## src/rtl/evcap_pkg.sv

```systemverilog
package evcap_pkg;

    typedef enum logic [1:0] {
        EDGE_NONE = 2'd0,
        EDGE_RISE = 2'd1,
        EDGE_FALL = 2'd2,
        EDGE_BOTH = 2'd3
    } edge_mode_e;

    typedef enum logic [1:0] {
        ST_ARMED  = 2'd0,
        ST_FIRST  = 2'd1,
        ST_LOCKED = 2'd2
    } seq_state_e;

endpackage

```

## src/rtl/evcap_sync.sv

```systemverilog
module evcap_sync #(
    parameter int STAGES = 2
) (
    input  logic clk_i,
    input  logic rst_ni,
    input  logic async_i,
    output logic rise_o,
    output logic fall_o
);
    localparam int CHAIN_W = STAGES + 1;

    typedef struct packed {
        logic [CHAIN_W-1:0] chain;
    } sync_t;

    sync_t sync_d, sync_q;

    always_comb begin
        sync_d       = sync_q;
        sync_d.chain = {sync_q.chain[CHAIN_W-2:0], async_i};
    end

    always_ff @(posedge clk_i or negedge rst_ni) begin
        if (!rst_ni) begin
            sync_q <= '0;
        end else begin
            sync_q <= sync_d;
        end
    end

    // chain[STAGES-1] is the synchronized level, chain[STAGES] its previous value
    assign rise_o =  sync_q.chain[STAGES-1] & ~sync_q.chain[STAGES];
    assign fall_o = ~sync_q.chain[STAGES-1] &  sync_q.chain[STAGES];

endmodule

```

## src/rtl/evcap_edge_sel.sv

```systemverilog
module evcap_edge_sel
    import evcap_pkg::*;
(
    input  edge_mode_e mode_i,
    input  logic       rise_i,
    input  logic       fall_i,
    output logic       hit_o
);
    always_comb begin
        unique case (mode_i)
            EDGE_RISE: hit_o = rise_i;
            EDGE_FALL: hit_o = fall_i;
            EDGE_BOTH: hit_o = rise_i | fall_i;
            default:   hit_o = 1'b0;
        endcase
    end
endmodule

```

## src/rtl/evcap_seq.sv

```systemverilog
module evcap_seq
    import evcap_pkg::*;
#(
    parameter int CNT_W = 32
) (
    input  logic             clk_i,
    input  logic             rst_ni,
    input  logic             hit_i,
    input  logic [CNT_W-1:0] count_i,
    input  edge_mode_e       mode_i,
    input  logic             dual_i,
    input  logic             clr_we_i,
    input  logic             clr_val_i,
    output logic [CNT_W-1:0] cap1_o,
    output logic [CNT_W-1:0] cap2_o,
    output logic             flag_o
);
    typedef struct packed {
        seq_state_e       state;
        logic             was_none;
        logic             flag;
        logic [CNT_W-1:0] cap1;
        logic [CNT_W-1:0] cap2;
    } seq_t;

    seq_t seq_d, seq_q;
    logic clr_hit;
    logic mode_rearm;

    always_comb begin
        seq_d          = seq_q;
        seq_d.was_none = (mode_i == EDGE_NONE);
        clr_hit        = clr_we_i & clr_val_i & seq_q.flag;
        mode_rearm     = seq_q.was_none & (mode_i != EDGE_NONE);

        if (clr_hit || mode_rearm) begin
            // re-arm takes priority over any edge seen in this cycle
            seq_d.state = ST_ARMED;
            seq_d.flag  = 1'b0;
        end else if (hit_i) begin
            unique case (seq_q.state)
                ST_ARMED: begin
                    seq_d.cap1 = count_i;
                    if (dual_i) begin
                        seq_d.state = ST_FIRST;
                    end else begin
                        seq_d.state = ST_LOCKED;
                        seq_d.flag  = 1'b1;
                    end
                end
                ST_FIRST: begin
                    seq_d.cap2  = count_i;
                    seq_d.state = ST_LOCKED;
                    seq_d.flag  = 1'b1;
                end
                default: begin
                    seq_d.state = ST_LOCKED;
                end
            endcase
        end
    end

    always_ff @(posedge clk_i or negedge rst_ni) begin
        if (!rst_ni) begin
            seq_q          <= '0;
            seq_q.state    <= ST_ARMED;
            seq_q.was_none <= 1'b1;
        end else begin
            seq_q <= seq_d;
        end
    end

    assign cap1_o = seq_q.cap1;
    assign cap2_o = seq_q.cap2;
    assign flag_o = seq_q.flag;

endmodule

```

## src/rtl/evcap_unit.sv

```systemverilog
module evcap_unit
    import evcap_pkg::*;
#(
    parameter int CNT_W       = 32,
    parameter int SYNC_STAGES = 2
) (
    input  logic             clk_i,
    input  logic             rst_ni,
    input  logic             event_i,
    input  logic [CNT_W-1:0] count_i,
    input  logic [1:0]       edge_mode_i,
    input  logic             dual_mode_i,
    input  logic             irq_en_i,
    input  logic             clr_we_i,
    input  logic             clr_val_i,
    output logic [CNT_W-1:0] cap1_o,
    output logic [CNT_W-1:0] cap2_o,
    output logic             flag_o,
    output logic             irq_o
);
    edge_mode_e mode;
    logic       rise;
    logic       fall;
    logic       hit;

    assign mode = edge_mode_e'(edge_mode_i);

    evcap_sync #(
        .STAGES (SYNC_STAGES)
    ) u_sync (
        .clk_i   (clk_i),
        .rst_ni  (rst_ni),
        .async_i (event_i),
        .rise_o  (rise),
        .fall_o  (fall)
    );

    evcap_edge_sel u_sel (
        .mode_i (mode),
        .rise_i (rise),
        .fall_i (fall),
        .hit_o  (hit)
    );

    evcap_seq #(
        .CNT_W (CNT_W)
    ) u_seq (
        .clk_i     (clk_i),
        .rst_ni    (rst_ni),
        .hit_i     (hit),
        .count_i   (count_i),
        .mode_i    (mode),
        .dual_i    (dual_mode_i),
        .clr_we_i  (clr_we_i),
        .clr_val_i (clr_val_i),
        .cap1_o    (cap1_o),
        .cap2_o    (cap2_o),
        .flag_o    (flag_o)
    );

    assign irq_o = flag_o & irq_en_i;

endmodule

```

## config.mk

```make
export PLATFORM = sky130hd
export DESIGN_NAME = evcap_unit
export DESIGN_NICKNAME = d
export VERILOG_FILES = /design/src/rtl/evcap_pkg.sv /design/src/rtl/evcap_sync.sv /design/src/rtl/evcap_edge_sel.sv /design/src/rtl/evcap_seq.sv /design/src/rtl/evcap_unit.sv
export SDC_FILE = /design/constraint.sdc
export NUM_CORES = 1
export LEC_CHECK = 0
export ABC_AREA = 1
export BUFFER_PORTS_ARGS = -buffer_cell sky130_fd_sc_hd__buf_2
export CORE_ASPECT_RATIO = 1.75
export CORE_MARGIN = 3
export CORE_UTILIZATION = 40
export DETAILED_ROUTE_END_ITERATION = 7
export MAX_ROUTING_LAYER = met4
export SLEW_MARGIN = 10
export SYNTH_ARGS = -nofsm -noshare
export SYNTH_HDL_FRONTEND = slang
export SYNTH_SLANG_ARGS = --single-unit
```

## constraint.sdc

```tcl
create_clock -name clk_i -period 4.35 [get_ports clk_i]
set_clock_uncertainty 0.1 [all_clocks]
set_input_delay 0.6525 -clock clk_i [delete_from_list [all_inputs] [get_ports clk_i]]
set_output_delay 0.6525 -clock clk_i [all_outputs]
set_load 0.005 [all_outputs]
```

==> results of run 1 <==
cells in the mapped netlist:
| cell type | instances |
|---|---|
| nor2_4 | 1 |
| nand4_1 | 65 |
| ha_1 | 2 |
| dfrtp_1 | 70 |
| buf_1 | 3 |
| buf_2 | 12 |
| nor2_2 | 3 |
| clkbuf_1 | 7 |
| nand3_2 | 3 |
| nand2_1 | 134 |
| nor2_1 | 2 |
| buf_6 | 2 |
| a21oi_1 | 1 |
| inv_1 | 9 |
| dfstp_2 | 1 |
| nand3_1 | 4 |
| nand3b_1 | 2 |
| a21boi_0 | 1 |
| buf_4 | 66 |
critical path, cell delays in order:
cell and delay [ps]:
buf_2 120, nor2_2 120, nor2_1 70, nor2_4 620
nand3_2 780, nand2_1 210, nand2_1 80
metal layers:
metal / vias to the layer above / global-route usage (%) / wire (um)
li1: 1280 / - / -
met1: 1250 / 19.70 / 3232
met2: 75 / 29.19 / 4155
met3: 11 / 3.894 / 360
met4: 0 / 8.538 / 165
met5: - / - / 0
final cells by class:
type                            count  area (um2)  area share (%)
Inverter                            9       33.78          0.8744
Multi-Input combinational cell    218        1055           27.30
Sequential cell                    71        1778           46.02
Tap cell                          115       143.9           3.724
Clock inverter                      4       45.04           1.166
Clock buffer                       11       252.7           6.541
Timing Repair Buffer              109       555.5           14.38
placed cells by master, fill, tap and decap left out:
master and instances:
nand2_1 134, buf_2 105, dfrtp_1 70, nand4_1 65, inv_1 9, clkbuf_16 9, nand3_1 4, buf_4 4
nand3_2 3, clkinv_2 3, nor2_2 2, nor2_1 2, nor2_4 2, nand3b_1 2, ha_1 2, clkbuf_8 2
a21oi_1 1, a21boi_0 1, bufinv_16 1, dfstp_2 1
state kept, by name, indices dropped and copies added, names as in the netlist:
register       cells
u_seq.cap1_o      32
u_sync.sync_q      3
u_seq.flag_o       1
u_seq.cap2_o      32
u_seq.seq_q        3
kinds of logic after synthesis:
kind of cell	after synthesis
AND/OR/NAND/NOR	214
buffers and inverters	99
flip-flops	71
AO/OA/AOI/OAI	2
adder cells (fa/ha/maj)	2
path summary, 6_finish.rpt:
kind,from,end,slack (ps),cells past startpoint
worst max register to register,u_sync.sync_q[1]$_DFF_PN0_,u_seq.cap2_o[6]$_DFFE_PN0P_,1860,8
worst min register to register,u_sync.sync_q[0]$_DFF_PN0_,u_sync.sync_q[1]$_DFF_PN0_,250,0
worst max-delay path,edge_mode_i[1],u_seq.cap2_o[6]$_DFFE_PN0P_,1780,7
worst min-delay path,u_sync.sync_q[0]$_DFF_PN0_,u_sync.sync_q[1]$_DFF_PN0_,250,0
max in group asynchronous,rst_ni,u_seq.cap2_o[22]$_DFFE_PN0P_,3210,1
min in group asynchronous,rst_ni,u_sync.sync_q[0]$_DFF_PN0_,320,1
power groups by stage:
stage | logic [mW] | registers [mW] | clock network (mW)
after floorplan | 0.758 | 1.08 | 0
after global placement | 0.738 | 1.13 | 0
after detailed placement | 0.752 | 1.13 | 0
after CTS | 0.754 | 1.12 | 0.750
after global routing | 0.846 | 1.16 | 0.778
final | 0.735 | 1.12 | 0.736
==> results.tsv, run 1 <==
stage	metric	value	unit
outcome	run status	finished clean	
synth	largest area contributor in the netlist	dfrtp_1	
clock_tree	Worst-path clk slew	50	ps
global_routing	gr usage total	17.42	%
timing	Fin. Hold Viols	0	
layout	post-route insts no fill	537	
synth	Synth Cell Area	0.003477	mm2
synth	post-synth top area share	50.38	%
die	Row Count	44	
synth	mux contribution to synthesized area	0	%
timing	final setup fails	0	
synth	Yosys cell types	19	
layout	diodes inserted	0	
critical_path	critical path arrival	2680	ps
synth	Synth Warn #	0	
synth	share of the yosys chip area belonging to registers	51.13	%
die	area of the die	0.009892	mm2
global_routing	first-pass GRT wire length	13030	um
power	Seq pwr share	43.2	%
critical_path	startpoint types	primary input	
layout	Layout Nets	461	
timing	final period utilization	59.05	%
synth	simple-gate share of the synthesized area	29.11	%
clock_tree	# resized after CTS	0	
power	clock power share	28.4	%
clock_tree	clk buf depth	2	
critical_path	Crit Path Category	primary input to flop	
clock_tree	later-pin clock latency in the skew report	330	ps
power	sw frac	32.65	%
clock_tree	H-tree levels	3	
synth	xor and xnor area share after synthesis	0	%
place	Place WS	1434	ps
clock_tree	Setup Fix Bufs, Post-CTS	0	
layout	layout overhead on the synthesized area	11.12	%
layout	fin util	46.17	%
synth	syn nets	431	
die	Die X	76.48	um
synth	Synth Area per Inst	8.962	um2
routing	detailed router's first-iteration violation count	146	
timing	Period minus WS final	2569	ps
timing	Fmax	0.3893	GHz
global_routing	pin count of the biggest net entering global routing	72	
power	maximum vdd ir drop	0.2176	mV
timing	slew margin rel.	39.58	%
clock_tree	CTS tree	built	
global_routing	number of global-route vias before repair	2599	
die	I/O pin count	107	
power	P_int	1.745	mW
synth	top cells by area, synth	dfrtp_1 50%, nand2_1 14%, buf_4 14%	
global_routing	total congestion overflow	0	
synth	largest family of logic cells by synthesized area	simple AND/OR/NAND/NOR gates	
place	GPL Wtd Cong	0.7485	
clock_tree	Sink Count	71	
power	PwrDens	670.6	mW/mm2
die	placeable core region	0.008368	mm2
routing	drt pass-1 iters	4	
timing	Tightest Pin Transition	906.3	ps
place	port bufs	106	
routing	Antenna Nets Post-Route	0	
layout	post-route cell area	0.003864	mm2
clock_tree	cts hold-fix bufs	0	
power	Power Total	2.591	mW
critical_path	crit path max fanout	37	
power	Leakage Power	2.178	nW
routing	Vias/cell	4.872	
run	max-cap viol count	0	
timing	worst setup margin	1781	ps
routing	total wire length	7914	um
timing	fin. max-slew vios	0	
die	Die Ht	129.3	um
layout	layout cell share with drive strength beyond 1	31.28	%
critical_path	worst endpoint required time	4460	ps
synth	Synth Area in Compound Gates	0.3598	%
critical_path	Critical Path End Type	flop	
synth	Mapped Cells	388	
timing	setup tns final	0	ps
timing	Hold WS	248.4	ps
global_routing	initial antenna violation count	0	
place	Placed Cells	522	
layout	filler cell count	860	
place	DP HPWL	5251	um
die	Initial Utilization	41.55	%
power	combinational power share	28.4	%
routing	DRC Markers	0	
clock_tree	root buf cell	clkbuf_16	
synth	#FFs+latches synth	71	
routing	routed len/inst	14.74	um
worst_hold_path	min-delay worst type	flop to flop	
power	net switching power	0.8459	mW
synth	adder-cell share of the synthesized area	0.7197	%
place	placed inst area	0.003566	mm2
routing	vias	2616	
timing	RSZ-0062 raised after global routing	no	
clock_tree	CTS buffer count	9	
(Power assumes the default switching activity.)
==> run 2, diff against run 1 <==
--- a/config.mk
+++ b/config.mk
@@ -12,6 +12,7 @@
 export CORE_UTILIZATION = 40
 export DETAILED_ROUTE_END_ITERATION = 7
 export MAX_ROUTING_LAYER = met4
+export PLACE_DENSITY = 0.67
 export SLEW_MARGIN = 10
 export SYNTH_ARGS = -nofsm -noshare
 export SYNTH_HDL_FRONTEND = slang
==> constraint.sdc (replaced) <==
create_clock -name clk_i -period 2.3 [get_ports clk_i]
set_clock_uncertainty 0.1 [all_clocks]
set_input_delay 0.345 -clock clk_i [delete_from_list [all_inputs] [get_ports clk_i]]
set_output_delay 0.345 -clock clk_i [all_outputs]
set_load 0.005 [all_outputs]
==> run 2 against run 1 <==
  * Critical path depth is 2 higher
  * Via count grew 2.1%
  * Setup slack worse by 1300 ps
  * Global-route usage down 0.55 points
  * Clock-buffer cell count grew 1
  * Register-to-register slack got worse by 1400 ps
  * First-iteration DRC count fell by 23%
  * Total power up 88%
  * Design area increased by 1.5%
==> results.tsv, run 2 (synthesis gave the netlist of run 1 again) <==
stage	metric	value	unit	change
timing	Fin. Hold Viols	0		unchanged
critical_path	CP peak stage delay	360	ps	-420 ps
routing	Vias/cell	4.912		+0.83%
clock_tree	later-pin clock latency in the skew report	320	ps	about the same
die	placeable core region	0.008368	mm2	unchanged
clock_tree	root buf cell	clkbuf_16		
layout	Seq. cell area	0.001778	mm2	unchanged
routing	DRC Markers	0		unchanged
layout	layout cell share with drive strength beyond 1	31.93	%	+0.66 points
die	area of the die	0.009892	mm2	unchanged
power	net switching power	1.577	mW	+86%
global_routing	gr usage total	16.87	%	-0.55 points
critical_path	critical path arrival	1980	ps	-700 ps
layout	Layout Nets	467		+1.3%
clock_tree	Sink Count	71		unchanged
timing	final period utilization	80.92	%	
die	Die Ht	129.3	um	unchanged
layout	filler cell count	850		-1.2%
timing	setup tns final	0	ps	unchanged
layout	post-route cell area	0.003923	mm2	+1.5%
die	Initial Utilization	41.55	%	unchanged
routing	routed len/inst	14.56	um	-1.2%
routing	total wire length	7919	um	about the same
power	PwrDens	1245	mW/mm2	+86%
outcome	run status	finished clean		
place	GPL Wtd Cong	0.7631		+2.0%
layout	fin util	46.88	%	+0.70 points
critical_path	Critical-path top delay cell	dfrtp_1		
timing	Period minus WS final	1861	ps	
timing	fin. max-slew vios	0		unchanged
place	placed inst area	0.003631	mm2	+1.8%
clock_tree	Setup Fix Bufs, Post-CTS	0		unchanged
layout	diodes inserted	0		unchanged
critical_path	worst-path cell chain	inv_1 -> ha_1 -> inv_1 -> nand3_1 -> nand3_2 -> nand3_2 -> buf_12 -> nand2_1 -> nand2_1		
clock_tree	cts hold-fix bufs	0		unchanged
layout	commonest non-fill, non-tap cell in the layout	nand2_1		
power	sw frac	32.29	%	-0.36 points
critical_path	Crit Path Category	flop to flop		
timing	Tightest Pin Transition	895.1	ps	-11.21 ps
global_routing	total congestion overflow	0		unchanged
power	Leakage Power	2.211	nW	+1.5%
clock_tree	CTS buffer count	9		unchanged
timing	slew margin rel.	40.33	%	+0.75 points
critical_path	crit path max fanout	21		-43%
clock_tree	Worst-path clk slew	50	ps	about the same
critical_path	startpoint types	flop		
clock_tree	clk buf depth	2		unchanged
layout	layout overhead on the synthesized area	12.81	%	
global_routing	first-pass GRT wire length	12650	um	-3.0%
critical_path	worst endpoint required time	2410	ps	-2050 ps
die	Row Count	44		unchanged
critical_path	Critical Path End Type	flop		
critical_path	Worst Path Buf+Inv	3		+2
clock_tree	# resized after CTS	0		unchanged
global_routing	pin count of the biggest net entering global routing	72		unchanged
routing	drt pass-1 iters	6		+2
die	I/O pin count	107		unchanged
timing	Fmax	0.5373	GHz	
routing	Antenna Nets Post-Route	0		unchanged
routing	detailed router's first-iteration violation count	113		-23%
run	max-cap viol count	0		unchanged
power	combinational power share	29.2	%	+0.8 points
timing	Hold WS	29.96	ps	-218.4 ps
timing	worst setup margin	438.8	ps	-1342 ps
place	Place WS	408.0	ps	-1026 ps
die	Die X	76.48	um	unchanged
worst_hold_path	min-delay worst type	primary input to flop		
power	maximum vdd ir drop	0.5753	mV	+160%
critical_path	CP delay by family, top	simple AND/OR/NAND/NOR gates		
power	clock power share	27.5	%	-0.9 points
global_routing	number of global-route vias before repair	2584		-0.58%
clock_tree	CTS tree	built		
place	port bufs	106		unchanged
global_routing	initial antenna violation count	0		unchanged
place	DP HPWL	5593	um	+6.5%
clock_tree	H-tree levels	3		unchanged
timing	final setup fails	0		unchanged
layout	Multi-input gate area	0.001050	mm2	-0.47%
power	Seq pwr share	43.3	%	about the same
layout	most frequent cells in the layout	134 x nand2_1, 105 x buf_2, 70 x dfrtp_1		
power	P_int	3.307	mW	+89%
timing	RSZ-0062 raised after global routing	no		
routing	vias	2672		+2.1%
-- run 2: power groups by stage --
stage / logic [mW] / clock network, mW / registers [mW]
3_3_place_gp: 1.44 / 0 / 2.12
5_1_grt: 1.63 / 1.43 / 2.18
2_1_floorplan: 1.43 / 0 / 2.04
6_report: 1.42 / 1.34 / 2.12
3_5_place_dp: 1.46 / 0 / 2.13
4_1_cts: 1.47 / 1.39 / 2.12
-- run 2: path summary, 6_finish.rpt --
path / from / to / slack (ps) / cells after the start
hold reg to reg: u_sync.sync_q[0]$_DFF_PN0_ / u_sync.sync_q[1]$_DFF_PN0_ / 260 / 0
min in group asynchronous: rst_ni / u_seq.cap1_o[18]$_DFFE_PN0P_ / 40 / 1
setup / recovery: u_sync.sync_q[1]$_DFF_PN0_ / u_seq.cap1_o[20]$_DFFE_PN0P_ / 440 / 9
setup reg to reg: u_sync.sync_q[1]$_DFF_PN0_ / u_seq.cap1_o[20]$_DFFE_PN0P_ / 440 / 9
max in group asynchronous: rst_ni / u_seq.cap1_o[1]$_DFFE_PN0P_ / 1470 / 1
hold / removal: event_i / u_sync.sync_q[0]$_DFF_PN0_ / 30 / 1
-- run 2: final cells by class --
class	count	share of cell area, %
Sequential cell	71	45.33
Clock buffer	12	6.284
Timing Repair Buffer	115	15.95
Clock inverter	4	1.148
Inverter	9	0.8612
Tap cell	115	3.668
Multi-Input combinational cell	218	26.76
-- run 2: metal layers --
layer	vias up	track usage [%]	routed length [um]
met5	-	-	0
met4	0	7.898	165
met3	12	4.242	323
met2	76	28.67	4283
met1	1290	18.58	3147
li1	1294	-	-
-- run 2: through the flow --
stage | std cells | power, mW
global placement | 528 | 3.554
global route | 544 | 5.239
finish | 544 | 4.884
CTS | 544 | 4.967
detailed placement | 528 | 3.592
floorplan | 388 | 3.473
